<file path="src/rtl/four_phase_seq_pkg.sv">
package four_phase_seq_pkg;

    localparam int unsigned PHASE_COUNT = 4;
    localparam int unsigned PHASE_W     = $clog2(PHASE_COUNT);

    typedef enum logic [PHASE_W-1:0] {
        PH_ONE   = 2'd0,
        PH_TWO   = 2'd1,
        PH_THREE = 2'd2,
        PH_FOUR  = 2'd3
    } phase_e;

    typedef struct packed {
        logic hold;
        logic frozen;
    } stall_t;

    typedef struct packed {
        logic [PHASE_COUNT-1:0] strobe;
        logic [PHASE_W-1:0]     index;
        logic                   exec;
    } phase_view_t;

    function automatic phase_e advance(input phase_e p);
        case (p)
            PH_ONE:   advance = PH_TWO;
            PH_TWO:   advance = PH_THREE;
            PH_THREE: advance = PH_FOUR;
            default:  advance = PH_ONE;
        endcase
    endfunction

    function automatic phase_view_t view_of(input phase_e p);
        phase_view_t v;
        v.strobe = '0;
        v.strobe[p] = 1'b1;
        v.index  = p;
        v.exec   = (p == PH_THREE) || (p == PH_FOUR);
        return v;
    endfunction

endpackage

</file>
<file path="src/rtl/four_phase_stall_ctl.sv">
module four_phase_stall_ctl
    import four_phase_seq_pkg::*;
(
    input  logic   clk,
    input  logic   rst,
    input  phase_e cur,
    input  logic   wait_req,
    input  logic   halt_op,
    output stall_t stall
);
    logic frozen_q;
    logic freeze_now;

    assign freeze_now = (cur == PH_FOUR) && (halt_op || frozen_q);

    always_ff @(posedge clk) begin
        if (rst)
            frozen_q <= 1'b0;
        else if (cur == PH_FOUR && halt_op)
            frozen_q <= 1'b1;
    end

    always_comb begin
        stall.frozen = frozen_q;
        case (cur)
            PH_TWO:  stall.hold = wait_req;
            PH_FOUR: stall.hold = wait_req || freeze_now;
            default: stall.hold = 1'b0;
        endcase
    end
endmodule

</file>
<file path="src/rtl/four_phase_state.sv">
module four_phase_state
    import four_phase_seq_pkg::*;
(
    input  logic   clk,
    input  logic   rst,
    input  stall_t stall,
    output phase_e cur,
    output phase_e nxt
);
    phase_e cur_q;

    always_comb begin
        if (rst)
            nxt = PH_ONE;
        else if (stall.hold)
            nxt = cur_q;
        else
            nxt = advance(cur_q);
    end

    always_ff @(posedge clk) begin
        cur_q <= nxt;
    end

    assign cur = cur_q;
endmodule

</file>
<file path="src/rtl/four_phase_out_reg.sv">
module four_phase_out_reg
    import four_phase_seq_pkg::*;
(
    input  logic        clk,
    input  phase_e      nxt,
    output phase_view_t view
);
    always_ff @(posedge clk) begin
        view <= view_of(nxt);
    end
endmodule

</file>
<file path="src/rtl/four_phase_seq.sv">
module four_phase_seq
    import four_phase_seq_pkg::*;
(
    input  logic                   clk,
    input  logic                   rst,
    input  logic                   wait_req,
    input  logic                   halt_op,
    output logic [PHASE_COUNT-1:0] phase_oh,
    output logic [PHASE_W-1:0]     phase_idx,
    output logic                   exec_half
);
    phase_e      cur;
    phase_e      nxt;
    stall_t      stall;
    phase_view_t view;

    four_phase_stall_ctl u_stall (
        .clk      (clk),
        .rst      (rst),
        .cur      (cur),
        .wait_req (wait_req),
        .halt_op  (halt_op),
        .stall    (stall)
    );

    four_phase_state u_state (
        .clk   (clk),
        .rst   (rst),
        .stall (stall),
        .cur   (cur),
        .nxt   (nxt)
    );

    four_phase_out_reg u_out (
        .clk  (clk),
        .nxt  (nxt),
        .view (view)
    );

    assign phase_oh  = view.strobe;
    assign phase_idx = view.index;
    assign exec_half = view.exec;
endmodule

</file>
<file path="config.mk">
export PLATFORM = sky130hd
export DESIGN_NAME = four_phase_seq
export DESIGN_NICKNAME = d
export VERILOG_FILES = /design/src/rtl/four_phase_seq_pkg.sv /design/src/rtl/four_phase_stall_ctl.sv /design/src/rtl/four_phase_state.sv /design/src/rtl/four_phase_out_reg.sv /design/src/rtl/four_phase_seq.sv
export SDC_FILE = /design/constraint.sdc
export NUM_CORES = 1
export LEC_CHECK = 0
export ABC_AREA = 1
export ABC_CLOCK_PERIOD_IN_PS = 3300
export BUFFER_PORTS_ARGS = -buffer_cell sky130_fd_sc_hd__buf_2
export CAP_MARGIN = 25
export CORE_AREA = 2 2 39 41
export DETAILED_ROUTE_END_ITERATION = 10
export DIE_AREA = 0 0 41 43
export PLACE_DENSITY_LB_ADDON = 0.1
export SKIP_LAST_GASP = 1
export SLEW_MARGIN = 5
export SYNTH_ARGS = -nofsm -noshare
export SYNTH_HDL_FRONTEND = slang
export SYNTH_SLANG_ARGS = --single-unit
</file>
<file path="constraint.sdc">
create_clock -name clk -period 3.3 [get_ports clk]
set_input_delay 0.66 -clock clk [delete_from_list [all_inputs] [get_ports clk]]
set_output_delay 0.66 -clock clk [all_outputs]
set_load 0.01 [all_outputs]
</file>
# Yosys cells after proc, flatten, opt, wreduce, memory -nomap -nowiden
# Cells that the tools add are included.
# totals
out_inout_bits,7
inputBits,4
reg_bits,8
# op_classes
n_reduce_logical,7
magnitude_cmp,2
muxes,6
n_eq_ne,5
# ops
op,count
"2-bit == test, second input constant",4
2-bit one-hot mux with 3 select lines,1
2-bit 2-to-1 mux,2
1-bit logical AND,3
1-bit logical OR,3
"2-bit by 3-bit < comparator with 1-bit output, second input constant",1
1-bit demux with 2-bit select,1
"2-bit by 1-bit == test with 1-bit output, second input constant",1
"2-bit by 1-bit >= comparator with 1-bit output, second input constant",1
2-bit zero test,1
1-bit one-hot mux with 2 select lines,1
1-bit 2-to-1 mux,1

# Logic depth before layout (Yosys ltp)
# Gate-level depths: netlist (run 1).
# depth
word_depth,10
mapped_depth,8

# Hierarchy
# A second synthesis (run 1) with hierarchy kept.
# unflattened
hier_cells,36
area_unflattened_um2,312.8
# modules_own_cells
mod,cells_each,area_per_inst_um2,instances
four_phase_out_reg,15,172.7,1
four_phase_state,12,80.1,1
four_phase_stall_ctl,9,60.1,1

# Least setup slack after synthesis (run 1)
# OpenSTA, ideal clock, no wires.
# synth_path
path_kind,reg2reg
from,reg u_out.view[2] (netlist name)
to,reg u_out.view[3] (netlist name)
period_less_slack_ps,1307
path_stages_with_launch,9
path_slack_ps,1993
path_buffers,0
arrival_ps,1198
setup_time_ps,109
cell_sequence,dfxtp_1 > inv_1 > ha_1 > o21ai_2 > nand2_2 > nand2_2 > nand3_2 > nand2_1 > inv_1

# Worst setup path in the final report (run 1)
# layout_path
from,reg u_out.view[2] (netlist name)
to,out phase_idx[1]
# layout_rtl
element,line_no,text
"end, declared",four_phase_seq.sv:9,"output logic [PHASE_W-1:0] phase_idx,"
# No word-level cell between the ends.

==> results of run 1 <==
logic make-up after synthesis:
family | count (synthesis)
DFF | 8
buffers and inverters | 7
adders and majority gates | 4
AOI/OAI and AO/OA | 3
and+or+nand+nor | 18
cell type report:
type	instances	area, um2
multi-input combinational	25	185
timing repair buffer	10	50.0
inverter	7	26.3
clock buffer	3	22.5
tap	16	20.0
sequential	8	160
fill	160	920
per-layer routing:
layer  up-vias  track usage (%)  routed length [um]  part of all wire (%)
li1        149                -                   -                     -
met1       123             7.79                 219                    36
met2        10             13.4                 317                    52
met3         0             7.85                  73                    12
met4         0             6.00                   0                     0
met5         -                0                   0                     0
worst paths after layout:
check              startpoint                to  slack [ps]  depth (start not counted)
min reg2reg  u_stall.frozen_q  u_stall.frozen_q         530                          2
min          u_stall.frozen_q  u_stall.frozen_q         530                          2
max reg2reg     u_out.view[2]     u_out.view[3]        1960                          8
max             u_out.view[2]      phase_idx[1]        1860                          1
sequential cells by signal, indices dropped and copies added (netlist names):
name / count
u_stall.frozen_q: 1
u_out.view: 7
synth_stat cells:
cell and n:
nor2_1 4, nand2_1 2, nand2_2 4, dfxtp_1 8, nor2_4 2, inv_1 5
ha_1 4, inv_2 2, nand3_1 2, nor2_2 2, a21oi_1 1, nand3_2 2
o21ai_2 2
placed cells by master, fill, tap and decap left out, types with 3 or more instances in the layout:
master and n:
dfxtp_1 8, nor2_1 4, clkbuf_4 3, nand2_2 4
buf_2 10, ha_1 4, inv_1 5
report_power, final:
| part | switching [uW] | internal [uW] |
|---|---|---|
| logic | 132 | 82.2 |
| registers | 16.4 | 134 |
| clock network | 28.6 | 41.3 |
| total | 177 | 258 |
stage by stage:
step                      total power [uW]  hold WS [ps]
after detailed placement               373           528
after floorplan                        314           461
after global routing                   483           558
after global placement                 370           477
after CTS                              448           540
final                                  434           525
tightest hold or removal path: stages, from the launching register on:
cell and delay [ps]:
dfxtp_1 350, a21oi_1 60, nor2_1 80
==> impl_metrics.env, run 1 <==
export IMPL_outcome="completed"
export IMPL_dp_slack_ps=1860
export IMPL_synthMuxAreaShare_pct=0
export IMPL_synth_xor_area_share_pct=0
export IMPL_wirelength_um=609
export IMPL_finalSetupTns_ps=0
export IMPL_critPathSlowestCell="dfxtp_1"
export IMPL_clkTransAtPathRegs_ps=50
export IMPL_area_delta_synth_final_pct=24.9
export IMPL_synth_top_family_by_area="simple AND/OR/NAND/NOR gates"
export IMPL_wl_per_cell_um=8.83
export IMPL_synthTopCellsByArea="dfxtp_1 43%, ha_1 13%, nand2_2 6.7%"
export IMPL_start_util_pct=26.9
export IMPL_placed_cells=66
export IMPL_synthesis_nets=48
export IMPL_ir_worst_vdd_mv=0.283
export IMPL_crit_fanout=4
export IMPL_cts_hold_buf=0
export IMPL_drc=0
export IMPL_grt_max_degree=5
export IMPL_report_final_slew_viol_count=0
export IMPL_clkLatencyLatePin_ps=250
export IMPL_yosysTopAreaCellShare_pct=43.1
export IMPL_crit_family="flip-flops"
export IMPL_maxCapViolations=0
export IMPL_io_buffers=10
export IMPL_cellPowerDensity_mw_per_mm2=936
export IMPL_endpoint_kind="output pin"
export IMPL_grt_pass1_vias=275
export IMPL_p_leak_uw=0.000247
export IMPL_die_w_um=41
export IMPL_startpoint_type="flip-flop"
export IMPL_rows=14
export IMPL_arrival_ps=780
export IMPL_timing_final_crit_share_pct=43.5
export IMPL_final_setup_skew_ps=1.23
export IMPL_max_freq_ghz=0.697
export IMPL_min_period_ps=1440
export IMPL_htree_levels=1
export IMPL_drt_iter0_drc=0
export IMPL_viasPerCell=4.09
export IMPL_cp_data_required_time_ps=2640
export IMPL_via_count=282
export IMPL_utilization_pct=33.5
export IMPL_fin_cells=69
export IMPL_clock_path_buffers=2
export IMPL_avgSynthCellArea_um2=9.29
export IMPL_die_area_mm2=0.00176
export IMPL_synth_yosys_seq_area_share_pct=43.1
export IMPL_grt_pass1_wl_um=986
export IMPL_synth_cell_type_count=13
export IMPL_antenna_found_initial=0
export IMPL_crit_type="flip-flop to output pin"
export IMPL_cts_tree="built"
export IMPL_gp_congestion=0.686
export IMPL_min_path_type="flip-flop to flip-flop"
export IMPL_worst_slew_pin_transition_ps=173
export IMPL_grt_overflow=0
export IMPL_post_cts_resized=0
export IMPL_yosysWarningCount=0
export IMPL_yosysTopAreaCell="dfxtp_1"
export IMPL_drive_gt1_share_pct=50.9
export IMPL_relSlewSlack_pct=88.5
export IMPL_setup_viol=0
export IMPL_ioPinCount=11
export IMPL_postLayoutCellArea_um2=464
export IMPL_die_h_um=43
export IMPL_synthAdderAreaFrac_pct=13.5
export IMPL_firstDrtPassIters=1
export IMPL_synth_compound_area_share_pct=6.06
export IMPL_path_cells="buf_2"
export IMPL_synth_area_um2=372
export IMPL_rsz0062_at_grt="false"
export IMPL_critical_path_n_buffers_inverters=1
export IMPL_root_buffer="clkbuf_4"
export IMPL_yosys_area_share_simple_pct=30.3
export IMPL_ant_nets=0
export IMPL_placed_cell_area_um2=442
export IMPL_cts_buffers_inserted=3
export IMPL_synthCells=40
export IMPL_hold_viol=0
export IMPL_diodes=0
export IMPL_worst_slack_ps=1860
export IMPL_ys_ff_latch=8
export IMPL_fin_nets=63
export IMPL_hpwl_um=538
export IMPL_critPathMaxStageDelay_ps=380
export IMPL_fp_coreArea_mm2=0.00138
export IMPL_cts_sinks=8
export IMPL_post_cts_buffers=0
export IMPL_track_usage_pct=9.16
(Power assumes the default switching activity.)
==> run 2, diff against run 1 <==
--- a/config.mk
+++ b/config.mk
@@ -6,7 +6,7 @@
 export NUM_CORES = 1
 export LEC_CHECK = 0
 export ABC_AREA = 1
-export ABC_CLOCK_PERIOD_IN_PS = 3300
+export ABC_CLOCK_PERIOD_IN_PS = 1360
 export BUFFER_PORTS_ARGS = -buffer_cell sky130_fd_sc_hd__buf_2
 export CAP_MARGIN = 25
 export CORE_AREA = 2 2 39 41
==> constraint.sdc (replaced) <==
create_clock -name clk -period 1.36 [get_ports clk]
set_input_delay 0.272 -clock clk [delete_from_list [all_inputs] [get_ports clk]]
set_output_delay 0.272 -clock clk [all_outputs]
set_load 0.01 [all_outputs]
==> impl_metrics.env, run 2 (synthesis results as in run 1) <==
export IMPL_top_register="u_out.view"
export IMPL_cts_tree="built"
export IMPL_clkLatencyLatePin_ps=250
export IMPL_nFillCells=150
export IMPL_cp_data_required_time_ps=1500
export IMPL_fp_coreArea_mm2=0.00138
export IMPL_clock_path_buffers=2
export IMPL_mostFrequentLayoutCells="10 x buf_2, 6 x dfxtp_1, 5 x inv_1"
export IMPL_die_w_um=41
export IMPL_crit_fanout=4
export IMPL_cts_sinks=8
export IMPL_placed_cell_area_um2=449
export IMPL_arrival_ps=1400
export IMPL_worst_slew_pin_transition_ps=236
export IMPL_timing_final_crit_share_pct=92.2
export IMPL_viasPerCell=4.07
export IMPL_startpoint_type="flip-flop"
export IMPL_top_regs="u_out.view: 7 flops, u_stall.frozen_q: 1 flops"
export IMPL_grt_pass1_vias=281
export IMPL_track_usage_pct=9.05
export IMPL_start_util_pct=26.9
export IMPL_wirelength_um=621
export IMPL_area_delta_synth_final_pct=37.0
export IMPL_power_uw=1160
export IMPL_fin_nets=64
export IMPL_grt_overflow=0
export IMPL_ioPinCount=11
export IMPL_largest_register_ff_count=7
export IMPL_die_area_mm2=0.00176
export IMPL_p_leak_uw=0.000254
export IMPL_drc=0
export IMPL_hold_viol=0
export IMPL_maxCapViolations=0
export IMPL_antenna_found_initial=0
export IMPL_ir_worst_vdd_mv=0.763
export IMPL_rsz0062_at_grt="false"
export IMPL_report_final_slew_viol_count=0
export IMPL_via_count=285
export IMPL_cellPowerDensity_mw_per_mm2=2290
export IMPL_die_h_um=43
export IMPL_hpwl_um=521
export IMPL_final_setup_skew_ps=5.80
export IMPL_drt_iter0_drc=3
export IMPL_outcome="completed"
export IMPL_io_buffers=10
export IMPL_wl_per_cell_um=8.87
export IMPL_diodes=0
export IMPL_htree_levels=1
export IMPL_root_buffer="clkbuf_4"
export IMPL_final_common_cell="buf_2"
export IMPL_cts_hold_buf=0
export IMPL_grt_max_degree=5
export IMPL_ant_nets=0
export IMPL_clkTransAtPathRegs_ps=60
export IMPL_postLayoutCellArea_um2=509
export IMPL_rows=14
export IMPL_firstDrtPassIters=2
export IMPL_min_period_ps=1250
export IMPL_utilization_pct=36.8
export IMPL_endpoint_kind="flip-flop"
export IMPL_relSlewSlack_pct=84.3
export IMPL_gp_congestion=0.701
export IMPL_grt_pass1_wl_mm=1.04
export IMPL_setup_viol=0
export IMPL_min_path_type="input pin to flip-flop"
export IMPL_cts_buffers_inserted=3
export IMPL_crit_type="flip-flop to flip-flop"
export IMPL_finalSetupTns_ps=0
export IMPL_max_freq_ghz=0.798
export IMPL_drive_gt1_share_pct=59.3
export IMPL_whs_ps=194
## run 2: stage by stage
| step | instances | worst slack [ps] |
|---|---|---|
| after floorplan | 40 | 53.2 |
| after global placement | 67 | 31.7 |
| after detailed placement | 67 | 10.5 |
| after CTS | 70 | 47.3 |
| after global routing | 70 | 10.1 |
| final | 70 | 107 |
## run 2: final timing paths
kind | start | to | slack [ps] | cells past startpoint
min | rst | u_stall.frozen_q | 190 | 2
min reg2reg | u_stall.frozen_q | u_stall.frozen_q | 500 | 2
max reg2reg | u_out.view[2] | u_out.view[5] | 110 | 8
max | u_out.view[2] | u_out.view[5] | 110 | 8
## run 2: cell type report
type | instances | area [um2] | share of cell area, %
clock buffer | 3 | 22.5 | 4.42
inverter | 7 | 26.3 | 5.16
multi-input combinational | 25 | 218 | 42.8
sequential | 8 | 165 | 32.4
tap | 16 | 20.0 | 3.93
timing repair buffer | 11 | 57.6 | 11.3
## run 2: timing repair
| item | in CTS | in global routing |
|---|---|---|
| buffers inserted | 0 | 0 |
| hold endpoints to repair | 0 | 0 |
| pin swaps | 0 | 4 |
| setup endpoints to repair | 1 | 4 |
| resized for setup | 1 | 8 |
## run 2: per-layer routing
| layer | part of all wire (%) | global-route usage, % | vias up |
|---|---|---|---|
| li1 | - | - | 152 |
| met1 | 40 | 10.6 | 126 |
| met2 | 50 | 13.1 | 7 |
| met3 | 9.8 | 3.14 | 0 |
| met4 | 0 | 6.00 | 0 |
| met5 | 0 | 0 | - |
## run 2: power breakdown
part,switching [uW],internal [uW]
sequential,41.7,335
combinational,365,245
clock,76.8,101
## run 2: critical path: stages, from the launching register on
cell and delay (ps):
dfxtp_4 360, inv_1 70, ha_2 180, o21ai_4 150, nand2_2 100, nand2_2 110
inv_2 50, nor2_4 100, nor2_2 30
==> run 3, diff against run 2 <==
--- a/config.mk
+++ b/config.mk
@@ -10,6 +10,7 @@
 export BUFFER_PORTS_ARGS = -buffer_cell sky130_fd_sc_hd__buf_2
 export CAP_MARGIN = 25
 export CORE_AREA = 2 2 39 41
+export CTS_BUF_LIST = sky130_fd_sc_hd__clkbuf_16
 export DETAILED_ROUTE_END_ITERATION = 10
 export DIE_AREA = 0 0 41 43
 export PLACE_DENSITY_LB_ADDON = 0.1
==> impl_metrics.env, run 3 (synthesis results as in run 1) <==
export IMPL_cpMostUsedCell="nand2_2"
export IMPL_power_uw=1470
export IMPL_root_buffer="clkbuf_16"
export IMPL_drt_iter0_drc=4
export IMPL_wirelength_um=626
export IMPL_max_freq_ghz=0.799
export IMPL_final_common_cell="buf_2"
export IMPL_drive_gt1_share_pct=59.3
export IMPL_path_cells="inv_1, ha_2, o21ai_4, nand2_2, nand2_2, inv_2, nor2_4, nor2_2"
export IMPL_p_int_uw=958
export IMPL_via_count=285
export IMPL_mostFrequentLayoutCells="10 x buf_2, 6 x dfxtp_1, 5 x inv_1"
export IMPL_p_sw_share_pct=34.7
export IMPL_crit_fanout=4
export IMPL_diodes=0
export IMPL_fp_coreArea_mm2=0.00138
export IMPL_cp_data_required_time_ps=1480
export IMPL_rsz0062_at_grt="false"
export IMPL_cellPowerDensity_mw_per_mm2=2610
export IMPL_endpoint_kind="flip-flop"
export IMPL_maxCapViolations=0
export IMPL_ant_nets=0
export IMPL_power_frac_seq_pct=25.8
export IMPL_placed_cell_area_um2=449
export IMPL_start_util_pct=26.9
export IMPL_clkTransAtPathRegs_ps=40
export IMPL_wl_per_cell_um=8.94
export IMPL_largest_register_ff_count=7
export IMPL_min_period_ps=1250
export IMPL_critPathSlowestCell="dfxtp_4"
export IMPL_die_w_um=41
export IMPL_rows=14
export IMPL_cts_buffers_inserted=3
export IMPL_grt_pass1_vias=293
export IMPL_setup_viol=0
export IMPL_grt_max_degree=5
export IMPL_worst_slew_pin_transition_ps=243
export IMPL_fin_nets=64
export IMPL_clkLatencyLatePin_ps=230
export IMPL_die_h_um=43
export IMPL_top_regs="u_out.view: 7 flops, u_stall.frozen_q: 1 flops"
export IMPL_track_usage_pct=9.25
export IMPL_arrival_ps=1370
export IMPL_finalSetupTns_ps=0
export IMPL_critPathMaxStageDelay_ps=350
export IMPL_die_area_mm2=0.00176
export IMPL_viasPerCell=4.07
export IMPL_outcome="completed"
export IMPL_p_sw_uw=509
export IMPL_cts_sinks=8
export IMPL_hold_viol=0
export IMPL_report_final_slew_viol_count=0
export IMPL_min_path_type="input pin to flip-flop"
export IMPL_startpoint_type="flip-flop"
export IMPL_relSlewSlack_pct=83.8
export IMPL_cts_tree="built"
export IMPL_final_setup_skew_ps=2.82
export IMPL_post_cts_buffers=0
export IMPL_ioPinCount=11
export IMPL_clock_power_share_pct=32.9
export IMPL_cts_hold_buf=0
export IMPL_timing_final_crit_share_pct=92.0
export IMPL_crit_family="flip-flops"
export IMPL_pwr_share_comb_pct=41.4
export IMPL_grt_overflow=0
export IMPL_p_leak_uw=0.000277
export IMPL_area_delta_synth_final_pct=51.2
export IMPL_top_register="u_out.view"
export IMPL_gp_congestion=0.701
export IMPL_antenna_found_initial=0
export IMPL_grt_pass1_wl_mm=1.09
export IMPL_drc=0
export IMPL_hpwl_um=521
export IMPL_clock_path_buffers=2
export IMPL_postLayoutCellArea_um2=562
export IMPL_crit_type="flip-flop to flip-flop"
export IMPL_io_buffers=10
export IMPL_htree_levels=1
export IMPL_critical_path_n_buffers_inverters=2
export IMPL_ir_worst_vdd_mv=0.921
export IMPL_firstDrtPassIters=3
run 3: metal layers:
| layer | share of wire (%) | GRT usage (%) |
|---|---|---|
| met5 | 0 | 0 |
| met4 | 0 | 4.00 |
| met3 | 9.9 | 4.71 |
| met2 | 47 | 13.4 |
| met1 | 43 | 11.0 |
run 3: final timing paths:
kind         depth (start not counted)  slack, ps                to              from
max                                  8        110     u_out.view[5]     u_out.view[2]
min reg2reg                          2        500  u_stall.frozen_q  u_stall.frozen_q
max reg2reg                          8        110     u_out.view[5]     u_out.view[2]
min                                  2        220  u_stall.frozen_q               rst
run 3: power by group through the flow:
stage	sequential, uW	clock [uW]	combinational, uW
2_1_floorplan	414	0	348
3_3_place_gp	370	0	540
3_5_place_dp	374	0	546
4_1_cts	373	493	548
5_1_grt	392	503	683
6_report	378	483	607
run 3: timing repair:
item,CTS,global route
pin swaps,0,4
resized for setup,1,8
endpoints found under the setup margin,1,4
run 3: final cells by class:
| cell class | instances | area, um2 |
|---|---|---|
| timing repair buffer | 11 | 57.6 |
| inverter | 7 | 26.3 |
| fill | 143 | 822 |
| tap | 16 | 20.0 |
| multi-input combinational | 25 | 218 |
| sequential | 8 | 165 |
| clock buffer | 3 | 75.1 |
run 3: per-stage QoR:
stage | instances | util (%) | hold WS (ps) | setup slack, ps
final | 70 | 40.6 | 221 | 108
after global routing | 70 | 40.6 | 222 | 23.9
after CTS | 70 | 38.0 | 219 | 53.0
after detailed placement | 67 | 32.5 | 458 | 10.5
after global placement | 67 | 32.5 | 449 | 31.7
after floorplan | 40 | - | 344 | 53.2
